`src/rtl/prof_pkg.sv`:
```
package prof_pkg;

  typedef enum logic {
    MODE_EVENT = 1'b0,
    MODE_SPAN  = 1'b1
  } prof_mode_e;

  // Per-cycle commands from the sequencer to the datapaths
  typedef struct packed {
    logic clr;   // software clear: count and peak to zero
    logic zero;  // start of an interval: count to zero
    logic inc;   // add one to the count (saturating)
    logic upd;   // interval closes: offer new count to the peak register
  } prof_ctl_t;

endpackage

```
`src/rtl/prof_evt_mux.sv`:
```
module prof_evt_mux #(
  parameter int NUM_EVT = 16,
  parameter int SEL_W   = $clog2(NUM_EVT)
) (
  input  logic [NUM_EVT-1:0] evt_i,
  input  logic [SEL_W-1:0]   sel_i,
  output logic               hit_o
);

  // Indices beyond the line count select nothing
  always_comb begin
    hit_o = 1'b0;
    for (int i = 0; i < NUM_EVT; i++) begin
      if (sel_i == SEL_W'(i)) hit_o = evt_i[i];
    end
  end

endmodule

```
`src/rtl/prof_seq.sv`:
```
module prof_seq
  import prof_pkg::*;
(
  input  logic       clk_i,
  input  logic       rst_ni,
  input  logic       en_i,
  input  prof_mode_e mode_i,
  input  logic       sw_clr_i,
  input  logic       cnt_hit_i,
  input  logic       start_hit_i,
  input  logic       stop_hit_i,
  output prof_ctl_t  ctl_o,
  output logic       running_o
);

  logic running_q, running_d;
  logic span_act;     // interval mode active this cycle
  logic start_take;   // start accepted (wins over stop)
  logic stop_take;    // stop accepted (only while running)

  assign span_act   = en_i && !sw_clr_i && (mode_i == MODE_SPAN);
  assign start_take = span_act && start_hit_i;
  assign stop_take  = span_act && running_q && stop_hit_i && !start_hit_i;

  always_comb begin
    ctl_o     = '0;
    ctl_o.clr = sw_clr_i;
    if (!sw_clr_i && en_i) begin
      if (mode_i == MODE_EVENT) begin
        ctl_o.inc = cnt_hit_i;
      end else if (start_hit_i) begin
        ctl_o.zero = 1'b1;
      end else if (running_q) begin
        ctl_o.inc = 1'b1;
        ctl_o.upd = stop_hit_i;
      end
    end
  end

  always_comb begin
    running_d = running_q;
    if (sw_clr_i)        running_d = 1'b0;
    else if (start_take) running_d = 1'b1;
    else if (stop_take)  running_d = 1'b0;
  end

  always_ff @(posedge clk_i or negedge rst_ni) begin
    if (!rst_ni) running_q <= 1'b0;
    else         running_q <= running_d;
  end

  assign running_o = running_q;

  // a clear leaves the block idle
  p_clr_idle_r8: assert property (@(posedge clk_i) disable iff (!rst_ni)
    sw_clr_i |=> !running_q);

  // an accepted start always leaves a measurement running
  p_start_runs_r3: assert property (@(posedge clk_i) disable iff (!rst_ni)
    start_take |=> running_q);

endmodule

```
`src/rtl/prof_count.sv`:
```
module prof_count
  import prof_pkg::*;
#(
  parameter int CNT_W = 16
) (
  input  logic             clk_i,
  input  logic             rst_ni,
  input  prof_ctl_t        ctl_i,
  input  logic [CNT_W-1:0] thresh_i,
  output logic [CNT_W-1:0] count_o,
  output logic [CNT_W-1:0] count_next_o,
  output logic             thr_o
);

  localparam logic [CNT_W-1:0] CNT_TOP = {CNT_W{1'b1}};

  function automatic logic [CNT_W-1:0] sat_add1(input logic [CNT_W-1:0] v);
    return (v == CNT_TOP) ? v : v + CNT_W'(1);
  endfunction

  logic [CNT_W-1:0] count_q, count_d;
  logic             thr_q, thr_d;

  always_comb begin
    count_d = count_q;
    if (ctl_i.clr || ctl_i.zero) count_d = '0;
    else if (ctl_i.inc)          count_d = sat_add1(count_q);
  end

  // Pulse only on arrival at the threshold, not while resting on it
  assign thr_d = (count_d == thresh_i) && (count_d != count_q);

  always_ff @(posedge clk_i or negedge rst_ni) begin
    if (!rst_ni) begin
      count_q <= '0;
      thr_q   <= 1'b0;
    end else begin
      count_q <= count_d;
      thr_q   <= thr_d;
    end
  end

  assign count_o      = count_q;
  assign count_next_o = count_d;
  assign thr_o        = thr_q;

  // at full scale, counting keeps the count at full scale
  p_no_overflow_r7: assert property (@(posedge clk_i) disable iff (!rst_ni)
    (count_q == CNT_TOP && !ctl_i.clr && !ctl_i.zero) |=> (count_q == CNT_TOP));

  // a start zeroes the count
  p_start_zero_r3: assert property (@(posedge clk_i) disable iff (!rst_ni)
    ctl_i.zero |=> (count_q == '0));

  // the threshold pulse never lasts two cycles
  p_thr_single_r9: assert property (@(posedge clk_i) disable iff (!rst_ni)
    thr_q |=> !thr_q);

endmodule

```
`src/rtl/prof_peak.sv`:
```
module prof_peak #(
  parameter int CNT_W = 16
) (
  input  logic             clk_i,
  input  logic             rst_ni,
  input  logic             clr_i,
  input  logic             upd_i,
  input  logic [CNT_W-1:0] cand_i,
  output logic [CNT_W-1:0] max_o
);

  function automatic logic [CNT_W-1:0] larger(input logic [CNT_W-1:0] a,
                                              input logic [CNT_W-1:0] b);
    return (a > b) ? a : b;
  endfunction

  logic [CNT_W-1:0] max_q, max_d;

  always_comb begin
    max_d = max_q;
    if (clr_i)      max_d = '0;
    else if (upd_i) max_d = larger(max_q, cand_i);
  end

  always_ff @(posedge clk_i or negedge rst_ni) begin
    if (!rst_ni) max_q <= '0;
    else         max_q <= max_d;
  end

  assign max_o = max_q;

  // without a clear the recorded maximum never falls
  p_max_monotone_r6: assert property (@(posedge clk_i) disable iff (!rst_ni)
    !clr_i |=> (max_q >= $past(max_q)));

endmodule

```
`src/rtl/evt_span_profiler.sv`:
```
module evt_span_profiler
  import prof_pkg::*;
#(
  parameter int NUM_EVT = 16,
  parameter int CNT_W   = 16,
  parameter int SEL_W   = $clog2(NUM_EVT)
) (
  input  logic               clk_i,
  input  logic               rst_ni,
  input  logic               en_i,
  input  logic               mode_i,
  input  logic               sw_clr_i,
  input  logic [NUM_EVT-1:0] evt_i,
  input  logic [SEL_W-1:0]   cnt_sel_i,
  input  logic [SEL_W-1:0]   start_sel_i,
  input  logic [SEL_W-1:0]   stop_sel_i,
  input  logic [CNT_W-1:0]   thresh_i,
  output logic [CNT_W-1:0]   count_o,
  output logic [CNT_W-1:0]   max_o,
  output logic               running_o,
  output logic               thr_evt_o
);

  localparam int NUM_SEL = 3;  // counted, start, stop

  logic [NUM_SEL-1:0][SEL_W-1:0] sels;
  logic [NUM_SEL-1:0]            hits;
  logic                          cnt_hit, start_hit, stop_hit;
  prof_ctl_t                     ctl;
  logic [CNT_W-1:0]              count_next;

  assign sels = {stop_sel_i, start_sel_i, cnt_sel_i};

  for (genvar g = 0; g < NUM_SEL; g++) begin : g_sel
    prof_evt_mux #(.NUM_EVT(NUM_EVT), .SEL_W(SEL_W)) i_mux (
      .evt_i (evt_i),
      .sel_i (sels[g]),
      .hit_o (hits[g])
    );
  end

  assign cnt_hit   = hits[0];
  assign start_hit = hits[1];
  assign stop_hit  = hits[2];

  prof_seq i_seq (
    .clk_i       (clk_i),
    .rst_ni      (rst_ni),
    .en_i        (en_i),
    .mode_i      (prof_mode_e'(mode_i)),
    .sw_clr_i    (sw_clr_i),
    .cnt_hit_i   (cnt_hit),
    .start_hit_i (start_hit),
    .stop_hit_i  (stop_hit),
    .ctl_o       (ctl),
    .running_o   (running_o)
  );

  prof_count #(.CNT_W(CNT_W)) i_count (
    .clk_i        (clk_i),
    .rst_ni       (rst_ni),
    .ctl_i        (ctl),
    .thresh_i     (thresh_i),
    .count_o      (count_o),
    .count_next_o (count_next),
    .thr_o        (thr_evt_o)
  );

  prof_peak #(.CNT_W(CNT_W)) i_peak (
    .clk_i  (clk_i),
    .rst_ni (rst_ni),
    .clr_i  (ctl.clr),
    .upd_i  (ctl.upd),
    .cand_i (count_next),
    .max_o  (max_o)
  );

  // a stop seen while idle touches neither count
  p_idle_stop_r5: assert property (@(posedge clk_i) disable iff (!rst_ni)
    (en_i && mode_i && !sw_clr_i && !running_o && stop_hit && !start_hit)
      |=> ($stable(count_o) && $stable(max_o)));

  // with the enable low, all state holds
  p_hold_r10: assert property (@(posedge clk_i) disable iff (!rst_ni)
    (!en_i && !sw_clr_i)
      |=> ($stable(count_o) && $stable(max_o) && $stable(running_o)));

endmodule

```
`config.mk`:
```
export PLATFORM = sky130hd
export DESIGN_NAME = evt_span_profiler
export DESIGN_NICKNAME = d
export VERILOG_FILES = /design/src/rtl/prof_pkg.sv /design/src/rtl/prof_evt_mux.sv /design/src/rtl/prof_seq.sv /design/src/rtl/prof_count.sv /design/src/rtl/prof_peak.sv /design/src/rtl/evt_span_profiler.sv
export SDC_FILE = /design/constraint.sdc
export NUM_CORES = 1
export LEC_CHECK = 0
export BUFFER_PORTS_ARGS = -buffer_cell sky130_fd_sc_hd__buf_2
export CAP_MARGIN = 5
export CORE_MARGIN = 2
export CORE_UTILIZATION = 59
export DETAILED_ROUTE_END_ITERATION = 8
export MAX_ROUTING_LAYER = met4
export PLACE_DENSITY = 0.9
export SYNTH_ARGS = -nofsm -noshare
export SYNTH_HDL_FRONTEND = slang
export SYNTH_SLANG_ARGS = --single-unit
```
`constraint.sdc`:
```
create_clock -name clk_i -period 7.5 [get_ports clk_i]
set_input_delay 0.75 -clock clk_i [delete_from_list [all_inputs] [get_ports clk_i]]
set_output_delay 0.75 -clock clk_i [all_outputs]
set_load 0.01 [all_outputs]
```
Yosys cells after proc, flatten, opt, wreduce, memory -nomap -nowiden:

Cells that the tools add are included.

* word-level logic and storage cells: 135
* register bits: 34

* $add $sub $neg: 1
* equal/unequal tests: 49
* magnitude comparators: 1
* multiplexer cells: 64
* reduce and logical (&&, ||, !) cells: 16

Operators with widths (count)
* equality test 4 bit (second input constant): 24
* two-way mux 16 bit: 6
* two-way mux 1 bit: 55
* equality test 4 x 3 -> 1 bit (second input constant): 12
* equality test 4 x 2 -> 1 bit (second input constant): 6
* adder 16 x 1 -> 16 bit (second input constant): 1
* equality test 16 bit: 1
* equality test 16 bit (second input constant): 1
* > comparator 16 bit: 1
* inequality test 16 bit: 1
* equality test 4 x 1 -> 1 bit (second input constant): 3
* logical NOT 4 bit: 3
* logical AND 1 bit: 7
* two-way mux 2 bit: 2
* two-way mux 3 bit: 1
* nonzero test 3 bit: 1
* logical NOT 1 bit: 2
* inequality test 2 bit (second input constant): 1
* AND reduction 2 bit: 1
* nonzero test 2 bit: 1
* logical OR 1 bit: 1

Depth between registers and ports, before layout:

* depth in word-level cells: 27
* gate-level depth with buffers: 24
* gate-level depth less buffers: 21

Modules after synthesis:

Synthesis repeated with hierarchy kept, for this count alone.

* cell total of the unflattened synthesis: 355
* area, all modules: 3213.1 µm²

Modules (own cells, without submodules)
* prof_count: cells each 195, area an instance 1556.5 µm², seq. area each 425.4 µm², times used 1
* prof_peak: cells each 98, area an instance 1031.0 µm², seq. area each 400.4 µm², times used 1
* prof_evt_mux: cells each 16, area an instance 170.2 µm², seq. area each 0.0 µm², times used 3
* prof_seq: cells each 14, area an instance 115.1 µm², seq. area each 25.0 µm², times used 1

Worst setup path before layout:

Ideal clock, no wire load.

* path type: input -> register
* start: input start_sel_i[0]
* end: register i_peak.max_q[0], in the netlist i_peak.max_o[0]
* library setup time: 0.125 ns
* arrival: 5.304 ns
* path slack: 2.072 ns
* stages on the path: 23
* cells stage by stage: buf_6 -> mux4_2 -> nor2b_1 -> a2111o_1 -> a41o_4 -> o2bb2ai_1 -> clkbuf_1 -> nand2_1 -> xnor2_1 -> nor2_1 -> inv_1 -> ha_1 -> a21o_1 -> a21o_1 -> a211o_1 -> a21o_1 -> a21o_1 -> a21oi_1 -> nor3_1 -> a2111oi_0 -> o22ai_1 -> buf_2 -> mux2_2

* word-level cells in the longest chain between the ends: 25

RTL lines
* start: declaration: RTL line evt_span_profiler.sv:15 `input logic [SEL_W-1:0] start_sel_i,`
* logical NOT 4 bit: RTL line prof_evt_mux.sv:14 `if (sel_i == SEL_W'(i)) hit_o = evt_i[i];`
* two-way mux 1 bit (15 in series): RTL line prof_evt_mux.sv:14
* two-way mux 1 bit (*): RTL line prof_evt_mux.sv:14
* two-way mux 2 bit or two-way mux 1 bit (tied branches): RTL line prof_seq.sv:31 `end else if (start_hit_i) begin`
* two-way mux 1 bit: RTL line prof_seq.sv:29 `if (mode_i == MODE_EVENT) begin`
* two-way mux 3 bit (*): RTL line prof_seq.sv:28 `if (!sw_clr_i && en_i) begin`
* two-way mux 16 bit or logical OR 1 bit (tied branches): RTL line prof_count.sv:27, prof_count.sv:26
* two-way mux 16 bit (*): RTL line prof_count.sv:26 `if (ctl_i.clr || ctl_i.zero) count_d = '0;`
* via count_next[2]: RTL line evt_span_profiler.sv:30 `logic [CNT_W-1:0] count_next;`
* > comparator 16 bit (*): RTL line prof_peak.sv:14 `return (a > b) ? a : b;`
* inequality test 2 bit (no line) (*)
* AND reduction 2 bit (no line) (*)
* end signal: assignment: RTL line prof_peak.sv:27 `else max_q <= max_d;`
* end: declaration: RTL line prof_peak.sv:17 `logic [CNT_W-1:0] max_q, max_d;`

Mark *: on every way through the listed nets, which the timed path passes. The rest lies on a longest branch. The select of a mux whose other input is x is not followed.
A chain may end at the register's enable or synchronous reset.

Worst setup path after layout:

* start: register i_count.count_q[0], in the netlist i_count.count_o[0]
* end: register i_peak.max_q[11], in the netlist i_peak.max_o[11]

* word-level cells in the longest chain between the ends: 7

RTL lines
* start: declaration: RTL line prof_count.sv:21 `logic [CNT_W-1:0] count_q, count_d;`
* start signal: assignment: RTL line prof_count.sv:38 `count_q <= count_d;`
* adder 16 x 1 -> 16 bit or equality test 16 bit (tied branches): RTL line prof_count.sv:18 `return (v == CNT_TOP) ? v : v + CNT_W'(1);`
* two-way mux 16 bit (*): RTL line prof_count.sv:18
* two-way mux 16 bit (*): RTL line prof_count.sv:27 `else if (ctl_i.inc) count_d = sat_add1(count_q);`
* two-way mux 16 bit (*): RTL line prof_count.sv:26
* via count_next[3]: RTL line evt_span_profiler.sv:30
* > comparator 16 bit (*): RTL line prof_peak.sv:14
* inequality test 2 bit (no line) (*)
* AND reduction 2 bit (no line) (*)

Marked as above.

==> summary.log <==
INFO  outcome        outcome=completed
INFO  yosys          synth_ff_type=sky130_fd_sc_hd__dfrtp_1
INFO  timing         finalClockSkew=3.82ps
INFO  timing         period_minus_ws_final=5580ps
INFO  routing        drt_pre_antenna_iters=5
INFO  global_routing grt_pass1_vias=3,355
INFO  yosys          netlist_area=0.00332mm²
INFO  yosys          synth.area.top_cells=sky130_fd_sc_hd__dfrtp_1 26%, sky130_fd_sc_hd__ha_1 6.4%, sky130_fd_sc_hd__mux2_2 6.1%, sky130_fd_sc_hd__a21oi_1 3.6%, sky130_fd_sc_hd__inv_1 3.4%
INFO  yosys          seq_area_frac_synth=0.256
INFO  timing         timing.final.hold_violations=0
INFO  yosys          synth_largest_area_cell=sky130_fd_sc_hd__dfrtp_1
INFO  cts            clkSlewWorstSetupHoldPaths=60ps
INFO  cells_and_area finish.instance_area=0.00383mm²
INFO  timing         tns=0ps
INFO  placed_design  detailed_place_hpwl=7380µm
INFO  yosys          postSynthRegisterBits=34
INFO  power          powerDensity=146mW/mm²
INFO  yosys          synth.top_cell.area_share=0.256
INFO  yosys          yosys.cell_count.top_type=sky130_fd_sc_hd__dfrtp_1
INFO  worst_setup_path cp.required=7670ps
INFO  routing        initialDrtViolationCount=349
INFO  worst_setup_path worst_path_max_delay_cell=sky130_fd_sc_hd__a2bb2oi_4
INFO  global_routing grt_first_pass_wirelength=15,900µm
INFO  cts            cts_resized=0
INFO  worst_setup_path worst_ep_arrival_time=5750ps
INFO  worst_setup_path cp_cell_instances=ha_1, nand2_1, nor3_1, a311oi_1, inv_1, a2bb2oi_4, nor2_1, xnor2_1, nor2_1, inv_1, ha_1, a21o_1, a211o_1, a21o_1, a21o_1, a21oi_1, nor3_1, a2111oi_0, o22ai_1, buf_4, mux2_2
INFO  placed_design  postPlaceCellArea=0.00375mm²
INFO  routing        vias=3,494
INFO  yosys          synth-edff-count=0
INFO  routing        wirelength=9740µm
INFO  placed_design  finalWeightedCongestion=0.986
INFO  yosys          async_reset_ff_frac=1.00
INFO  yosys          synth.distinct_cells=68
INFO  power          power=0.000559W
INFO  cts            cell_chosen_for_the_clock_root=sky130_fd_sc_hd__clkbuf_8
INFO  cts            clock_latency=280ps
INFO  die            dieWidth=79.0µm
INFO  yosys          postSynthCellCount=388
INFO  timing         drv_slew=0
INFO  power          power.ir.vdd_worst=146µV
INFO  timing         worst-slew-pin-transition=751ps
INFO  timing         rsz0062_at_grt=false
INFO  global_routing grt_antenna_before_repair=0
INFO  cts            cts_max_level=2
INFO  cts            postCtsSetupBuffers=0
INFO  cells_and_area finish.net_count=529
INFO  cts            cts_tree=yes
INFO  cells_and_area final_antenna_diode_count=0
INFO  global_routing grt_usage=0.330
INFO  cells_and_area final_layout_size_suffix_gt1_frac=0.281
INFO  die            start_util=0.607
INFO  die            placeableCoreArea=0.00547mm²
INFO  cts            cts_inserted_buffers=5
INFO  cts            clockBufferDepth=2
INFO  routing        wl_per_cell=18.2µm
INFO  yosys          synthesis.nets=454
INFO  routing        remaining_drc_errors=0
INFO  cts            clkSinkCount=34
INFO  flow_run       max-cap-violations=0
INFO  timing         setup_viol=0
INFO  worst_setup_path cp_common_cell=sky130_fd_sc_hd__a21o_1
INFO  cts            postCtsHoldBufs=0
INFO  worst_setup_path setup_slack_reg_to_reg=1920ps
INFO  die            num_rows=27
INFO  power          leakage=1.72nW
INFO  die            floorplan.die.height=79.0µm
INFO  placed_design  port-buffer-count=82
INFO  timing         relative_max_transition_margin=0.500
INFO  timing         final_min_period_over_clock_period=0.744
INFO  yosys          netlist_top_cells_count=34 x sky130_fd_sc_hd__dfrtp_1, 30 x sky130_fd_sc_hd__inv_1, 29 x sky130_fd_sc_hd__nor2_1
INFO  worst_setup_path critPathCaptureType=register
INFO  worst_setup_path slowest_delay=550ps
INFO  worst_hold_path worst_hold_path_type=input port to async pin
INFO  die            io_pins=83
INFO  global_routing grt_max_degree=35
INFO  cells_and_area finalCoreUtilization=0.700
INFO  yosys          synthesis.yosys.warnings=0
INFO  routing        antenna_left=0
INFO  cells_and_area syn2layout_area_growth=15.4%
INFO  global_routing grt-ovfl-total=0
INFO  routing        vias_per_cell=6.54
INFO  timing         fmax=179MHz
INFO  die            floorplan.die_area=0.00624mm²
INFO  worst_setup_path timing.critical_path.fanout_max=28
INFO  yosys          postSynthAreaPerCell=8.56µm²
INFO  cells_and_area layout.filler_cells=435
INFO  worst_setup_path setup.worst_path.start_class=register
INFO  worst_setup_path timing_worst_setup_path_type=register to register
## metal layers
metal | wire, µm | global-route usage
met1 | 3970 | 0.421
met2 | 4600 | 0.519
met3 | 826 | 0.0580
met4 | 339 | 0.143
met5 | 0 | -
## cells by family after synthesis
| family | Yosys count | synth area share |
|---|---|---|
| AO/OA/AOI/OAI | 110 | 0.258 |
| adder cells (fa/ha/maj) | 17 | 0.0641 |
| flip-flops | 34 | 0.256 |
| buffers and inverters | 47 | 0.0641 |
| multiplexers | 28 | 0.106 |
| AND/OR/NAND/NOR | 145 | 0.232 |
| XOR/XNOR | 7 | 0.0185 |
## layout make-up
cell class	count	area [µm²]	area share
inverter	30	113	0.0294
tap	72	90.1	0.0235
clock buffer	6	82.6	0.0215
timing repair buffer	85	433	0.113
multi-input combinational	307	2260	0.591
sequential	34	851	0.222
## path summary, 6_finish.rpt
| path | startpoint | endpoint | depth (start not counted) |
|---|---|---|---|
| min | rst_ni | i_count.count_o[13] | 1 |
| max reg2reg | i_count.count_o[0] | i_peak.max_o[11] | 21 |
| min reg2reg | i_peak.max_o[0] | i_peak.max_o[0] | 1 |
| max in group asynchronous | rst_ni | i_seq.running_o | 1 |
| min in group clk_i | i_peak.max_o[0] | i_peak.max_o[0] | 1 |
| max | i_count.count_o[0] | i_peak.max_o[11] | 21 |
## critical path: cells and delay by family, from the launching register on
family | cells | cell delay (ps)
buffers and inverters | 3 | 500
adders and majority gates | 2 | 690
muxes | 1 | 290
and+or+nand+nor | 5 | 970
xor gates and xnor gates | 1 | 170
AOI/OAI and AO/OA | 9 | 2320
DFF | 1 | 510
## power breakdown
group	leakage [nW]	switching [W]	total (W)	internal [W]
Clock	0.0431	0.0000621	0.000133	0.0000707
Sequential	0.469	0.0000176	0.000213	0.000195
Combinational	1.21	0.000116	0.000213	0.0000970
Total	1.72	0.000196	0.000559	0.000363
## layout by cell type, fill, tap and decap left out, types with 9 or more instances in the layout
master,count
sky130_fd_sc_hd__nand3_1,14
sky130_fd_sc_hd__nand2_1,28
sky130_fd_sc_hd__a21oi_1,24
sky130_fd_sc_hd__mux2_2,18
sky130_fd_sc_hd__nand2b_1,10
sky130_fd_sc_hd__nor2b_1,9
sky130_fd_sc_hd__buf_2,82
sky130_fd_sc_hd__o21ai_0,9
sky130_fd_sc_hd__nor2_1,29
sky130_fd_sc_hd__ha_1,17
sky130_fd_sc_hd__nand4_1,9
sky130_fd_sc_hd__dfrtp_1,34
sky130_fd_sc_hd__nor3_1,11
sky130_fd_sc_hd__inv_1,30
## sequential cells by signal, summed over array words and instances, names as in the netlist
register / cells
i_count.thr_o: 1
i_peak.max_o: 16
i_seq.running_o: 1
i_count.count_o: 16
## metrics by stage
step / hold slack, ps / setup slack, ps / instances
after floorplan: 454 / 2070 / 388
after global placement: 512 / 1940 / 528
after detailed placement: 518 / 1770 / 528
after CTS: 535 / 1970 / 534
after global routing: 546 / 1320 / 534
final: 527 / 1920 / 534
Note: power is estimated with default switching activity, not from simulation.
